File: src/rtl/tmr_pkg.sv
package tmr_pkg;
  localparam int BUS_W  = 32;
  localparam int ADDR_W = 4;

  // word addresses; software decodes these, so they are fixed
  localparam logic [ADDR_W-1:0] A_IDENT  = 4'd0;
  localparam logic [ADDR_W-1:0] A_STATUS = 4'd6;
  localparam logic [ADDR_W-1:0] A_INTEN  = 4'd7;
  localparam logic [ADDR_W-1:0] A_CTRL   = 4'd9;
  localparam logic [ADDR_W-1:0] A_COUNT  = 4'd10;
  localparam logic [ADDR_W-1:0] A_MATCH  = 4'd14;
  localparam logic [ADDR_W-1:0] A_CAPT   = 4'd15;

  // control bits
  localparam int CTRL_RUN   = 0;
  localparam int CTRL_CMPEN = 6;

  // event / flag bit positions
  localparam int EVT_MATCH = 0;
  localparam int EVT_OVF   = 1;
  localparam int EVT_CAPT  = 2;
  localparam int NUM_EVT   = 3;

  typedef struct packed {
    logic capt;
    logic ovf;
    logic match;
  } tmr_evt_t;

  function automatic logic wr_hit(input logic we,
                                  input logic [ADDR_W-1:0] a,
                                  input logic [ADDR_W-1:0] target);
    return we && (a == target);
  endfunction
endpackage

File: src/rtl/tmr_count_core.sv
module tmr_count_core #(
  parameter int CNT_W = 32
) (
  input  logic             clk,
  input  logic             rst_n,
  input  logic             run_i,
  input  logic             cmp_en_i,
  input  logic             wr_cnt_i,
  input  logic             wr_cmp_i,
  input  logic [CNT_W-1:0] wdata_i,
  output logic [CNT_W-1:0] cnt_o,
  output logic [CNT_W-1:0] cmp_o,
  output logic             match_evt_o,
  output logic             ovf_evt_o
);
  localparam int SUM_W = CNT_W + 1;

  // increment with carry out; carry marks the wrap
  function automatic logic [SUM_W-1:0] incr(input logic [CNT_W-1:0] v);
    return {1'b0, v} + SUM_W'(1);
  endfunction

  logic [CNT_W-1:0] cnt_q, cmp_q;
  logic [SUM_W-1:0] sum;
  logic             step;

  assign step        = run_i && !wr_cnt_i;
  assign sum         = incr(cnt_q);
  assign ovf_evt_o   = step && sum[CNT_W];
  assign match_evt_o = step && cmp_en_i && (sum[CNT_W-1:0] == cmp_q);

  always_ff @(posedge clk or negedge rst_n) begin
    if (!rst_n) begin
      cnt_q <= '0;
    end else if (wr_cnt_i) begin
      cnt_q <= wdata_i;
    end else if (run_i) begin
      cnt_q <= sum[CNT_W-1:0];
    end
  end

  always_ff @(posedge clk or negedge rst_n) begin
    if (!rst_n) begin
      cmp_q <= '0;
    end else if (wr_cmp_i) begin
      cmp_q <= wdata_i;
    end
  end

  assign cnt_o = cnt_q;
  assign cmp_o = cmp_q;

  p_hold_r2: assert property (@(posedge clk) disable iff (!rst_n)
    (!run_i && !wr_cnt_i) |=> $stable(cnt_q));
  p_step_r2: assert property (@(posedge clk) disable iff (!rst_n)
    (run_i && !wr_cnt_i) |=> (cnt_q == CNT_W'($past(cnt_q) + CNT_W'(1))));
  p_load_r3: assert property (@(posedge clk) disable iff (!rst_n)
    wr_cnt_i |=> (cnt_q == $past(wdata_i)));
  p_match_r4: assert property (@(posedge clk) disable iff (!rst_n)
    (match_evt_o && !wr_cmp_i) |=> (cnt_q == cmp_q));
  p_wrap_r5: assert property (@(posedge clk) disable iff (!rst_n)
    ovf_evt_o |=> (cnt_q == '0));
endmodule

File: src/rtl/tmr_capture_unit.sv
module tmr_capture_unit #(
  parameter int CNT_W       = 32,
  parameter int SYNC_STAGES = 2
) (
  input  logic             clk,
  input  logic             rst_n,
  input  logic             cap_i,
  input  logic [CNT_W-1:0] cnt_i,
  output logic [CNT_W-1:0] capt_o,
  output logic             rise_o
);
  logic [SYNC_STAGES-1:0] sync_q;
  logic                   prev_q;
  logic [CNT_W-1:0]       capt_q;

  generate
    if (SYNC_STAGES == 1) begin : g_one
      always_ff @(posedge clk or negedge rst_n) begin
        if (!rst_n) sync_q <= '0;
        else        sync_q <= cap_i;
      end
    end else begin : g_chain
      always_ff @(posedge clk or negedge rst_n) begin
        if (!rst_n) sync_q <= '0;
        else        sync_q <= {sync_q[SYNC_STAGES-2:0], cap_i};
      end
    end
  endgenerate

  always_ff @(posedge clk or negedge rst_n) begin
    if (!rst_n) prev_q <= 1'b0;
    else        prev_q <= sync_q[SYNC_STAGES-1];
  end

  assign rise_o = sync_q[SYNC_STAGES-1] && !prev_q;

  always_ff @(posedge clk or negedge rst_n) begin
    if (!rst_n)      capt_q <= '0;
    else if (rise_o) capt_q <= cnt_i;
  end

  assign capt_o = capt_q;

  p_snap_r6: assert property (@(posedge clk) disable iff (!rst_n)
    rise_o |=> (capt_q == $past(cnt_i)));
  p_keep_r6: assert property (@(posedge clk) disable iff (!rst_n)
    !rise_o |=> $stable(capt_q));
endmodule

File: src/rtl/tmr_event_flags.sv
module tmr_event_flags #(
  parameter int N = 3
) (
  input  logic         clk,
  input  logic         rst_n,
  input  logic [N-1:0] set_i,
  input  logic         clr_wr_i,
  input  logic [N-1:0] clr_mask_i,
  input  logic         en_wr_i,
  input  logic [N-1:0] en_data_i,
  output logic [N-1:0] flags_o,
  output logic [N-1:0] en_o,
  output logic         irq_o
);
  logic [N-1:0] flag_q, en_q;

  generate
    for (genvar i = 0; i < N; i++) begin : g_flag
      always_ff @(posedge clk or negedge rst_n) begin
        if (!rst_n) flag_q[i] <= 1'b0;
        else        flag_q[i] <= set_i[i] || (flag_q[i] && !(clr_wr_i && clr_mask_i[i]));
      end

      p_set_wins_r7: assert property (@(posedge clk) disable iff (!rst_n)
        set_i[i] |=> flag_q[i]);
      p_w1c_r7: assert property (@(posedge clk) disable iff (!rst_n)
        (clr_wr_i && clr_mask_i[i] && !set_i[i]) |=> !flag_q[i]);
      p_zero_keeps_r7: assert property (@(posedge clk) disable iff (!rst_n)
        (clr_wr_i && !clr_mask_i[i] && flag_q[i]) |=> flag_q[i]);
    end
  endgenerate

  always_ff @(posedge clk or negedge rst_n) begin
    if (!rst_n)       en_q <= '0;
    else if (en_wr_i) en_q <= en_data_i;
  end

  assign flags_o = flag_q;
  assign en_o    = en_q;
  assign irq_o   = |(flag_q & en_q);

  p_irq_quiet_r8: assert property (@(posedge clk) disable iff (!rst_n)
    (en_q == '0) |-> !irq_o);
  p_irq_noflag_r8: assert property (@(posedge clk) disable iff (!rst_n)
    (flag_q == '0) |-> !irq_o);
endmodule

File: src/rtl/gp_match_timer.sv
module gp_match_timer
  import tmr_pkg::*;
#(
  parameter int          CNT_W       = 32,
  parameter int          SYNC_STAGES = 2,
  parameter logic [31:0] ID_VALUE    = 32'h0000_0A31
) (
  input  logic        clk,
  input  logic        rst_n,
  input  logic        bus_we,
  input  logic [3:0]  bus_addr,
  input  logic [31:0] bus_wdata,
  output logic [31:0] bus_rdata,
  input  logic        cap_in,
  output logic        irq
);
  logic             run_q, cmp_en_q;
  logic             wr_ctrl, wr_cnt, wr_cmp, wr_stat, wr_en;
  logic [CNT_W-1:0] cnt, cmp, capt;
  logic             match_evt, ovf_evt, capt_evt;
  tmr_evt_t         evt;
  logic [NUM_EVT-1:0] flags, en;
  logic             unused_wdata;

  assign unused_wdata = ^bus_wdata;

  assign wr_ctrl = wr_hit(bus_we, bus_addr, A_CTRL);
  assign wr_cnt  = wr_hit(bus_we, bus_addr, A_COUNT);
  assign wr_cmp  = wr_hit(bus_we, bus_addr, A_MATCH);
  assign wr_stat = wr_hit(bus_we, bus_addr, A_STATUS);
  assign wr_en   = wr_hit(bus_we, bus_addr, A_INTEN);

  always_ff @(posedge clk or negedge rst_n) begin
    if (!rst_n) begin
      run_q    <= 1'b0;
      cmp_en_q <= 1'b0;
    end else if (wr_ctrl) begin
      run_q    <= bus_wdata[CTRL_RUN];
      cmp_en_q <= bus_wdata[CTRL_CMPEN];
    end
  end

  tmr_count_core #(.CNT_W(CNT_W)) u_core (
    .clk         (clk),
    .rst_n       (rst_n),
    .run_i       (run_q),
    .cmp_en_i    (cmp_en_q),
    .wr_cnt_i    (wr_cnt),
    .wr_cmp_i    (wr_cmp),
    .wdata_i     (bus_wdata[CNT_W-1:0]),
    .cnt_o       (cnt),
    .cmp_o       (cmp),
    .match_evt_o (match_evt),
    .ovf_evt_o   (ovf_evt)
  );

  tmr_capture_unit #(.CNT_W(CNT_W), .SYNC_STAGES(SYNC_STAGES)) u_capt (
    .clk    (clk),
    .rst_n  (rst_n),
    .cap_i  (cap_in),
    .cnt_i  (cnt),
    .capt_o (capt),
    .rise_o (capt_evt)
  );

  always_comb begin
    evt       = '0;
    evt.match = match_evt;
    evt.ovf   = ovf_evt;
    evt.capt  = capt_evt;
  end

  tmr_event_flags #(.N(NUM_EVT)) u_flags (
    .clk        (clk),
    .rst_n      (rst_n),
    .set_i      (evt),
    .clr_wr_i   (wr_stat),
    .clr_mask_i (bus_wdata[NUM_EVT-1:0]),
    .en_wr_i    (wr_en),
    .en_data_i  (bus_wdata[NUM_EVT-1:0]),
    .flags_o    (flags),
    .en_o       (en),
    .irq_o      (irq)
  );

  always_comb begin
    bus_rdata = '0;
    case (bus_addr)
      A_IDENT:  bus_rdata = ID_VALUE;
      A_STATUS: bus_rdata = BUS_W'(flags);
      A_INTEN:  bus_rdata = BUS_W'(en);
      A_CTRL: begin
        bus_rdata[CTRL_RUN]   = run_q;
        bus_rdata[CTRL_CMPEN] = cmp_en_q;
      end
      A_COUNT:  bus_rdata = BUS_W'(cnt);
      A_MATCH:  bus_rdata = BUS_W'(cmp);
      A_CAPT:   bus_rdata = BUS_W'(capt);
      default:  bus_rdata = '0;
    endcase
  end

  p_ctrl_hold_r2: assert property (@(posedge clk) disable iff (!rst_n)
    !wr_ctrl |=> ($stable(run_q) && $stable(cmp_en_q)));
  p_nomatch_off_r4: assert property (@(posedge clk) disable iff (!rst_n)
    (!cmp_en_q && !flags[EVT_MATCH]) |=> !(flags[EVT_MATCH] && !$past(match_evt)));
endmodule

File: config.mk
export PLATFORM = sky130hd
export DESIGN_NAME = gp_match_timer
export DESIGN_NICKNAME = d
export VERILOG_FILES = /design/src/rtl/tmr_pkg.sv /design/src/rtl/tmr_count_core.sv /design/src/rtl/tmr_capture_unit.sv /design/src/rtl/tmr_event_flags.sv /design/src/rtl/gp_match_timer.sv
export SDC_FILE = /design/constraint.sdc
export NUM_CORES = 1
export LEC_CHECK = 0
export BUFFER_PORTS_ARGS = -buffer_cell sky130_fd_sc_hd__buf_2
export CAP_MARGIN = 0
export CORE_MARGIN = 2
export CORE_UTILIZATION = 60
export DETAILED_ROUTE_END_ITERATION = 12
export GPL_ROUTABILITY_DRIVEN = 0
export PLACE_DENSITY = 0.82
export SLEW_MARGIN = 0
export SYNTH_ARGS = -nofsm -noshare
export SYNTH_HDL_FRONTEND = slang
export SYNTH_SLANG_ARGS = --single-unit
File: constraint.sdc
create_clock -name clk -period 4.4 [get_ports clk]
set_clock_uncertainty 0.2 [all_clocks]
set_input_delay 0.22 -clock clk [delete_from_list [all_inputs] [get_ports clk]]
set_output_delay 0.22 -clock clk [all_outputs]
set_load 0.01 [all_outputs]
# Yosys cells after proc, flatten, opt, wreduce, memory -nomap -nowiden
# Cells that the tools add are included.
[word_totals]
regBits = 107
latch_bits = 0
mem_bits_rw = 0
romBits = 0
in_bits = 40
out_inout_bits = 33
elab_cells = 53
n_memories = 0
[op_classes]
n_addsub = 1
multipliers = 0
div_mod_pow = 0
n_lt_le_gt_ge = 0
n_eq_ne = 7
n_shift = 0
n_mux = 6
n_bitwise = 1
n_reduce_logical = 27
[op_table]
columns = ["operator", "count"]
rows = [
  ["$pmux 25 s4", 1],
  ["$mux 32", 2],
  ["$add 32x1->33 const B", 1],
  ["$eq 32x32->1", 1],
  ["$pmux 5 s6", 1],
  ["$eq 4x4->1 const B", 4],
  ["$logic_and 1x1->1", 16],
  ["$eq 4x3->1 const B", 2],
  ["$pmux 1 s7", 1],
  ["$logic_not 1->1", 5],
  ["$logic_not 4->1", 1],
  ["$pmux 1 s4", 1],
  ["$and 3x3->3", 1],
  ["$logic_or 1x1->1", 3],
  ["$reduce_or 3->1", 1],
  ["$reduce_bool 2->1", 1],
]

# Depth between registers and ports, before layout
# Gate-level depths: netlist of run 1.
[depth]
ltp_word = 7
ltp_mapped = 9
mapped_depth_nobuf = 8

# By module
# A second synthesis of run 1 with hierarchy kept.
[unflattened]
cells_unflattened = 628
area_unflattened_um2 = 6616.3
[by_module_without_submodules]
columns = ["mod", "n_inst", "cells_per_inst", "area_each_um2", "seq_area_each_um2"]
rows = [
  ["tmr_count_core", 1, 420, 4077.7, 1601.5],
  ["tmr_capture_unit", 1, 72, 1430.1, 875.8],
  ["gp_match_timer", 1, 119, 875.8, 50.0],
  ["tmr_event_flags", 1, 17, 232.7, 150.1],
]

# Worst setup path before layout of run 1
# No wires, ideal clock.
[synth_timing]
path_type = "register to register"
startpoint = "register u_core.cnt_q[1], in the netlist u_core.cnt_o[1]"
endpoint = "register u_flags.flag_q[0], in the netlist u_flags.flags_o[0]"
setup_time_ns = 0.092
t_arrival_ns = 2.679
required_ns = 4.108
setup_slack_ns = 1.429
stages_incl_launch_ff = 10
n_path_buf = 1
synth_period_minus_slack_ns = 2.971
cell_sequence = "dfrtp_1 ha_1 nand3_1 or2_2 clkbuf_1 or4_4 a31oi_1 nand4_1 or4_1 o31ai_2"
[synth_between]
elab_chain_len = 4
[synth_rtl]
columns = ["item", "line_no", "rtl"]
rows = [
  ["start, declared", "tmr_count_core.sv:23", "logic [CNT_W-1:0] cnt_q, cmp_q;"],
  ["start signal, assigned", "tmr_count_core.sv:36", "cnt_q <= wdata_i;"],
  ["start signal, assigned", "tmr_count_core.sv:38", "cnt_q <= sum[CNT_W-1:0];"],
  ["$add 32x1->33", "tmr_count_core.sv:20", "return {1'b0, v} + SUM_W'(1);"],
  ["$eq 32x32->1", "tmr_count_core.sv:30", "assign match_evt_o = step && cmp_en_i && (sum[CNT_W-1:0] == cmp_q);"],
  ["$logic_and 1x1->1", "tmr_count_core.sv:30", ""],
  ["$logic_or 1x1->1", "tmr_event_flags.sv:21", "else flag_q[i] <= set_i[i] || (flag_q[i] && !(clr_wr_i && clr_mask_i[i]));"],
  ["end signal, assigned by index", "tmr_event_flags.sv:21", ""],
  ["end, declared", "tmr_event_flags.sv:15", "logic [N-1:0] flag_q, en_q;"],
]
# Every way passes these cells.
# A chain may end at the register's enable or synchronous reset.

# Worst setup path in the final report of run 1
[layout_timing]
startpoint = "register u_core.cnt_q[0], in the netlist u_core.cnt_o[0]"
endpoint = "register u_flags.flag_q[0], in the netlist u_flags.flags_o[0]"
# Same word-level chain as after synthesis.

==> results of run 1 <==
## per-layer routing
| metal | wire (microns) | vias to the layer above | part of all wire | track usage |
|---|---|---|---|---|
| met5 | 0 | - | 0 | 0 |
| met4 | 397 | 0 | 0.025 | 0.106 |
| met3 | 1160 | 32 | 0.072 | 0.0513 |
| met2 | 7930 | 249 | 0.49 | 0.494 |
| met1 | 6700 | 2612 | 0.41 | 0.400 |
| li1 | - | 2433 | - | - |
## how the worst max path moves through the flow
stage,start,end,cells past startpoint
after floorplan,u_core.cnt_o[1]$_DFFE_PN0P_,u_flags.flags_o[0]$_DFF_PN0_,9
after global placement,u_core.cnt_o[0]$_DFFE_PN0P_,u_flags.flags_o[0]$_DFF_PN0_,8
after detailed placement,u_core.cnt_o[0]$_DFFE_PN0P_,u_flags.flags_o[0]$_DFF_PN0_,8
after CTS,u_core.cnt_o[0]$_DFFE_PN0P_,u_flags.flags_o[0]$_DFF_PN0_,8
after global routing,u_core.cnt_o[0]$_DFFE_PN0P_,u_flags.flags_o[0]$_DFF_PN0_,8
final,u_core.cnt_o[0]$_DFFE_PN0P_,u_flags.flags_o[0]$_DFF_PN0_,8
## registers in the layout, indices dropped and copies added, names as in the netlist
register         count
u_capt.capt_o       32
u_flags.flags_o      3
u_core.cmp_o        32
u_flags.en_o         3
run_q                1
cmp_en_q             1
u_core.cnt_o        32
u_capt.sync_q        2
u_capt.prev_q        1
## critical path, delay by kind of cell (launching register included)
family,cells,cell delay [ns]
AOI/OAI and AO/OA,2,0.40
adders and majority gates,1,0.29
DFF,1,0.52
and+or+nand+nor,5,1.80
## cells in the final DEF (no fill, tap or decap), types with 17 or more instances in the layout
cell,Yosys,layout
dlygate4sd3_1,0,34
a222oi_1,25,25
xnor2_1,41,41
nor2_1,32,30
nand2_1,73,73
mux2_2,68,68
nand4_1,17,17
xor2_1,32,32
o21ai_0,46,46
inv_1,33,33
dfrtp_1,107,107
nand3_1,18,18
buf_2,11,71
## final cells by class
cell class                      count  area [sq um]
Multi-Input combinational cell    450          3190
Fill cell                         755          3010
Sequential cell                   107          2680
Timing Repair Buffer              113           756
Tap cell                          136           170
Clock buffer                       12           135
Inverter                           33           124
Clock inverter                      4          75.1
## where the power goes
part	total (mW)	internal [mW]	switching, mW	leakage (nW)
Clock	0.656	0.322	0.335	0.0968
Sequential	1.67	1.27	0.402	1.28
Combinational	0.999	0.506	0.493	1.71
Total	3.33	2.10	1.23	3.09
## cell families (layout without fill, tap and decap cells)
family	count (synthesis)	after routing
compound gates	114	114
xor+xnor	73	73
fa+ha+maj	1	1
buf+inv	82	162
flops	107	107
mux	69	69
simple gates	193	193
## metrics by stage
stage	power, mW	cell area (sq um)
final	3.33	7130
after global routing	3.50	7130
after CTS	3.30	7130
after detailed placement	2.62	6580
after global placement	2.56	6580
after floorplan	2.33	6180
==> impl_results.md, run 1 <==
* Outcome: completed
* Worst setup SP type: flip-flop
* 1st-pass router iterations at 7
* Avg WL per Cell at 18.9 microns
* Post_cts resized at 0
* First-pass GRT wire length at 26.2 mm
* CTS tree: yes
* Number of synthesized register bits at 107
* Synth Instances at 639
* Average size of a mapped cell at 9.67 sq um
* Post-detail-place hpwl at 10.9 mm
* Top-count cell post-synth: dfrtp_1
* Post-Route WL at 16.2 mm
* Post-synthesis sequential area ratio at 0.433
* Final #Nets at 755
* Die area at 11,100 sq um
* Pwr/cell area at 467 nW/um^2
* GRT Total Usage at 0.299
* Die W at 105 microns
* EDFF count, synth at 0
* Unrepaired setup endpoints after global routing: no
* Clock Tree Root: clkbuf_8
* Longest Clk Path Bufs at 2
* I/O Buffers at 72
* Final setup viols at 0
* Vias in the first global route at 5,213
* Multiplexer share of the synthesized area at 0.126
* Initial antenna violation count at 0
* Hold Crit Class: in -> reg
* Initial Util at 0.609
* Total number of vias at 5,326
* Worst slew pin tran at 0.913 ns
* Worst Setup End Kind: flip-flop
* Synth top cells by count: dfrtp_1 (107), nand2_1 (73), mux2_2 (68), o21ai_0 (46), xnor2_1 (41)
* Core area at 10,100 sq um
* Arr. time, crit path at 3.39 ns
* WHS at 0.0369 ns
* Netlist cell types at 52
* Inst Count DP at 805
* Reg2Reg Setup Slack at 1.11 ns
* Die height at 105 microns
* Vias per inst at 6.23
* Slowest stage cell, crit path: or4_1
* Adder-Cell Fraction of Synth Area at 0.00203
* Final hold violations at 0
* Min-delay src: bus_we
* Required @ worst endpoint at 4.50 ns
* Synthesized net count at 680
* Maximum clock rate at 304 MHz
* Register clock-pin slew on the reported worst setup and hold paths at 0.10 ns
* DRC viols at 0
* Htree depth at 3
* Final core utilization at 0.703
* Num Clock Sinks at 107
* Post-Synthesis Cell Area at 6180 sq um
* Xor/xnor share of the synthesized area at 0.103
* Number of CTS-inserted buffers at 9
* Tcrit/Tclk final at 0.748
* Worst-path cell chain: ha_1 -> nand3_1 -> or2_2 -> or4_4 -> a31oi_1 -> nand4_1 -> or4_1 -> o31ai_2
* Most common flop cell mapped by yosys: dfrtp_1
* Clock insertion delay at the later pin of the skew report at 0.38 ns
* Synth Area in Compound Gates at 0.128
* # Post-CTS Setup Buffers at 0
* Place WS at 1.16 ns
* Max cap viols at 0
* Top-area cell type share of the netlist area at 0.433
* Total global routing overflow at 0
* Synth area leader: dfrtp_1
* IO Count at 73
* Setup TNS Final at 0 ns
* Post-route setup slack at 1.11 ns
* Layout Cells excl Fill at 855
* Largest family of logic cells by synthesized area: simple AND/OR/NAND/NOR gates
* Lkg Pwr at 3.09 nW
* Worst IR drop on VDD at 0.000232 V
* Synth async-reset ratio at 1.00
* Crit-path max FO at 8
* Pin count of the biggest net entering global routing at 71
* CTS hold repair buffers at 34
* Yosys warns at 0
* Ratio of cells with drive above 1 in the final layout at 0.236
* Top cells by area, synth: dfrtp_1 (43%), mux2_2 (12%), xnor2_1 (5.8%)
* Hold depth at 3
* First-iteration detailed-routing DRC count at 541
* Crit path time final at 3.29 ns
* FF-to-FF path depth at 8
* CP max stage delay at 0.56 ns
* Max-slew violations at 0
* Crit Path Category: reg -> reg
* Post-DRT Antenna Nets at 0
* Area Growth Syn to Fin at 15.4%
* Critical R2R Launch: u_core.cnt_o[0]$_DFFE_PN0P_
* ANT cells at 0
* Worst Hold Path EP: cmp_en_q$_DFFE_PN0P_
* Num rows at 37
* Max-Slew Margin vs Limit at 0.392
* Simple-gate portion of the synthesized area at 0.155
* RR Endpoint: u_flags.flags_o[0]$_DFF_PN0_
Power figures use the tool's default switching activity.
==> inputs of run 2 (changes only) <==
--- a/config.mk
+++ b/config.mk
@@ -5,13 +5,14 @@
 export SDC_FILE = /design/constraint.sdc
 export NUM_CORES = 1
 export LEC_CHECK = 0
+export ABC_AREA = 1
 export BUFFER_PORTS_ARGS = -buffer_cell sky130_fd_sc_hd__buf_2
 export CAP_MARGIN = 0
 export CORE_MARGIN = 2
-export CORE_UTILIZATION = 60
+export CORE_UTILIZATION = 53
 export DETAILED_ROUTE_END_ITERATION = 12
 export GPL_ROUTABILITY_DRIVEN = 0
-export PLACE_DENSITY = 0.82
+export PLACE_DENSITY = 0.76
 export SLEW_MARGIN = 0
 export SYNTH_ARGS = -nofsm -noshare
 export SYNTH_HDL_FRONTEND = slang
==> constraint.sdc (replaced) <==
create_clock -name clk -period 2.75 [get_ports clk]
set_clock_uncertainty 0.2 [all_clocks]
set_input_delay 0.1375 -clock clk [delete_from_list [all_inputs] [get_ports clk]]
set_output_delay 0.1375 -clock clk [all_outputs]
set_load 0.01 [all_outputs]
==> run 2 against run 1 <==
  * Flip-flop and latch count stayed put
  * Total power is 74% higher
  * Hold slack worse by 0.0029 ns
  * Critical path type unchanged
  * Routed wire length is 16% higher
  * Clock-buffer cell count is 2 higher
  * Synthesized cell count is 39% higher
  * Sequential share of layout area is 2.3 points lower
  * Critical path depth is 7 higher
  * Worst setup slack worse by 0.70 ns
==> impl_results.md, run 2 <==
* Die height at 114 microns (was 105 microns)
* Min-delay src: bus_addr[3] (was bus_we)
* Total global routing overflow at 0 (unchanged)
* Die W at 114 microns (was 105 microns)
* Worst Hold Path EP: run_q$_DFFE_PN0P_ (was cmp_en_q$_DFFE_PN0P_)
* Register clock-pin slew on the reported worst setup and hold paths at 0.07 ns (was 0.10 ns)
* Final #Nets at 1,034 (was 755)
* WP buf/inv at 1 (was 0)
* Avg WL per Cell at 16.3 microns (was 18.9 microns)
* Synth top cells by count: nand2_1 (312), dfrtp_1 (107), inv_1 (100), nand3_1 (76), nor2_1 (75) (was dfrtp_1 (107), nand2_1 (73), mux2_2 (68), o21ai_0 (46), xnor2_1 (41))
* # Post-CTS Setup Buffers at 0 (unchanged)
* Switching Share at 0.401 (was 0.370)
* First-pass GRT wire length at 30.6 mm (was 26.2 mm)
* Synth Instances at 890 (was 639)
* CTS tree: yes (unchanged)
* Crit-path max FO at 7 (was 8)
* Initial Util at 0.537 (was 0.609)
* Area Growth Syn to Fin at 18.7% (was 15.4%)
* Outcome: completed (unchanged)
* Vias in the first global route at 5,838 (was 5,213)
* Final setup viols at 0 (unchanged)
* Crit path time final at 2.35 ns (was 3.29 ns)
* 1st-pass router iterations at 6 (was 7)
* Worst slew pin tran at 0.999 ns (was 0.913 ns)
* Commonest non-fill, non-tap cells in the layout: nand2_1 (310), dfrtp_1 (107), inv_1 (100) (was dfrtp_1 (107), nand2_1 (73), buf_2 (71))
* Num Clock Sinks at 107 (unchanged)
* Pin count of the biggest net entering global routing at 46 (was 71)
* Flop pwr share at 0.439 (was 0.502)
* Lkg Pwr at 3.73 nW (was 3.09 nW)
* Post-detail-place hpwl at 13.6 mm (was 10.9 mm)
* WHS at 0.0340 ns (was 0.0369 ns)
* Clock power share at 0.214 (was 0.197)
* Core area at 11,900 sq um (was 10,100 sq um)
* Post-Route WL at 18.7 mm (was 16.2 mm)
* Top cells by area, synth: dfrtp_1 (42%), nand2_1 (18%), o221ai_1 (6.3%) (was dfrtp_1 (43%), mux2_2 (12%), xnor2_1 (5.8%))
* Synthesized net count at 931 (was 680)
* CP max stage delay at 0.46 ns (was 0.56 ns)
* Longest Clk Path Bufs at 2 (unchanged)
* Max cap viols at 0 (unchanged)
* Required @ worst endpoint at 2.85 ns (was 4.50 ns)
* Final hold violations at 0 (unchanged)
* Initial antenna violation count at 0 (unchanged)
* Top-count cell post-synth: nand2_1 (was dfrtp_1)
* Clock Tree Root: clkbuf_16 (was clkbuf_8)
* Worst Setup End Kind: flip-flop (unchanged)
* GRT Total Usage at 0.303 (was 0.299)
* Setup TNS Final at 0 ns (unchanged)
* Htree depth at 3 (unchanged)
* Maximum clock rate at 426 MHz (was 304 MHz)
* Critical R2R Launch: u_core.cnt_o[0]$_DFFE_PN0P_ (unchanged)
* Netlist cell types at 33 (was 52)
* Crit Path Category: reg -> reg (unchanged)
* Hold depth at 3 (unchanged)
* Hold Crit Class: in -> reg (unchanged)
* RR Endpoint: u_flags.flags_o[0]$_DFF_PN0_ (unchanged)
* Fillcell total at 1,090 (was 755)
* Most used cell, CP: nand2_1
* Post-DRT Antenna Nets at 0 (unchanged)
* EDFF count, synth at 0 (unchanged)
* Share of power burned in combinational logic at 0.347 (was 0.300)
* Pwr/cell area at 763 nW/um^2 (was 467 nW/um^2)
* FF-to-FF path depth at 15 (was 8)
* Commonest non-fill, non-tap cell in the layout: nand2_1 (was dfrtp_1)
* Yosys warns at 0 (unchanged)
* Ratio of cells with drive above 1 in the final layout at 0.130 (was 0.236)
* Psw at 2.32 mW (was 1.23 mW)
* Unrepaired setup endpoints after global routing: no (unchanged)
* Post-route setup slack at 0.404 ns (was 1.11 ns)
* Tcrit/Tclk final at 0.853 (was 0.748)
* Post-synthesis sequential area ratio at 0.419 (was 0.433)
* Worst setup SP type: flip-flop (unchanged)
* IO Count at 73 (unchanged)
* Vias per inst at 5.59 (was 6.23)
* Most common flop cell mapped by yosys: dfrtp_1 (unchanged)
* Post-Synthesis Cell Area at 6390 sq um (was 6180 sq um)
* Synth async-reset ratio at 1.00 (unchanged)
* Power Internal at 3.47 mW (was 2.10 mW)
* Arr. time, crit path at 2.45 ns (was 3.39 ns)
* Synth area leader: dfrtp_1 (unchanged)
* Slowest stage cell, crit path: dfrtp_1 (was or4_1)
* Reg2Reg Setup Slack at 0.40 ns (was 1.11 ns)
* Total number of vias at 6,398 (was 5,326)
* I/O Buffers at 72 (unchanged)
* First-iteration detailed-routing DRC count at 628 (was 541)
* Place WS at 0.438 ns (was 1.16 ns)
* Die area at 13,000 sq um (was 11,100 sq um)
* Worst-path cell chain: ha_1 -> nand2_2 -> nor2_8 -> nand2_2 -> nor2_4 -> nand2_1 -> nand2_1 -> nand2_1 -> nand2_1 -> nand2_1 -> inv_1 -> nand3_1 -> nor2_1 -> nand3_1 -> nand2_1 (was ha_1 -> nand3_1 -> or2_2 -> or4_4 -> a31oi_1 -> nand4_1 -> or4_1 -> o31ai_2)
* Number of CTS-inserted buffers at 9 (unchanged)
* Cell family with most CP delay: simple AND/OR/NAND/NOR gates (unchanged)
* Top-area cell type share of the netlist area at 0.419 (was 0.433)
* Max-slew violations at 0 (unchanged)
* ANT cells at 0 (unchanged)
* Num rows at 40 (was 37)
* CP Depth at 15 (was 8)
* Clock insertion delay at the later pin of the skew report at 0.36 ns (was 0.38 ns)
* Max-Slew Margin vs Limit at 0.333 (was 0.392)
* CP Launch Point: u_core.cnt_o[0]$_DFFE_PN0P_ (unchanged)
* Number of synthesized register bits at 107 (unchanged)
* Worst IR drop on VDD at 0.000452 V (was 0.000232 V)
* Average size of a mapped cell at 7.18 sq um (was 9.67 sq um)
* DRC viols at 0 (unchanged)
## run 2: cell count changes in the layout (fill, tap and decap cells not counted), sizes merged, moves of 30 or more
| cell | previous run | this run |
|---|---|---|
| mux2 | 68 | 2 |
| nor2 | 32 | 86 |
| nand3 | 19 | 78 |
| o221ai | 0 | 46 |
| nand2 | 73 | 321 |
| xnor2 | 41 | 0 |
| xor2 | 32 | 2 |
| inv | 33 | 104 |
## run 2: tightest hold or removal path, stage by stage
cell and delay (ns):
buf_2 0.13, nand4_1 0.18, o21ai_0 0.10
## run 2: power groups by stage
stage          clock network, mW  logic (mW)  registers (mW)
2_1_floorplan                  0        1.44            2.42
3_3_place_gp                   0        1.91            2.55
3_5_place_dp                   0        1.94            2.55
4_1_cts                     1.25        1.99            2.53
5_1_grt                     1.32        2.28            2.61
6_report                    1.24        2.01            2.54
## run 2: final cells by class
type | instances | area (sq um) | area share
timing repair buffer | 120 | 836 | 0.110
clock buffer | 14 | 264 | 0.0348
inverter | 105 | 394 | 0.0519
sequential | 107 | 2680 | 0.353
clock inverter | 2 | 10.0 | 0.00132
multi-input combinational | 650 | 3220 | 0.425
tap | 147 | 184 | 0.0242
## run 2: worst max path at each step
| stage | to | slack, ns |
|---|---|---|
| after detailed placement | u_flags.flags_o[0]$_DFF_PN0_ | 0.44 |
| after CTS | u_flags.flags_o[0]$_DFF_PN0_ | 0.42 |
| final | u_flags.flags_o[0]$_DFF_PN0_ | 0.40 |
| after global routing | u_flags.flags_o[0]$_DFF_PN0_ | 0.18 |
| after global placement | u_flags.flags_o[0]$_DFF_PN0_ | 0.45 |
| after floorplan | u_flags.flags_o[0]$_DFF_PN0_ | 0.78 |
## run 2: kinds of logic (layout without fill, tap and decap cells)
group / count (synthesis) / in the layout / synth area share
AOI/OAI and AO/OA: 149 / 149 / 0.152
xor gates and xnor gates: 4 / 4 / 0.00979
adders and majority gates: 1 / 1 / 0.00196
buffers and inverters: 133 / 241 / 0.0783
DFF: 107 / 107 / 0.419
muxes: 2 / 2 / 0.00352
and+or+nand+nor: 494 / 494 / 0.336
## run 2: timing repair
item | 4_1_cts | 5_1_grt
hold buffers | 35 | 0
endpoints found under the setup margin | 0 | 0
endpoints found under the hold margin | 114 | 0
gates resized for setup | 0 | 0
## run 2: metrics by stage
step | total power [mW] | cell area, sq um | utilization | std cells
6_report | 5.79 | 7590 | 0.637 | 1145
2_1_floorplan | 3.86 | 6390 | - | 890
5_1_grt | 6.20 | 7590 | 0.637 | 1145
3_5_place_dp | 4.49 | 6960 | 0.585 | 1094
3_3_place_gp | 4.46 | 6960 | 0.585 | 1094
4_1_cts | 5.77 | 7590 | 0.637 | 1145
## run 2: layer usage
layer | vias to the layer above | wire, microns | GRT usage
met2 | 271 | 8530 | 0.472
met3 | 31 | 1380 | 0.0558
met4 | 0 | 391 | 0.0886
met5 | - | 0 | 0
li1 | 3141 | - | -
met1 | 2955 | 8400 | 0.436
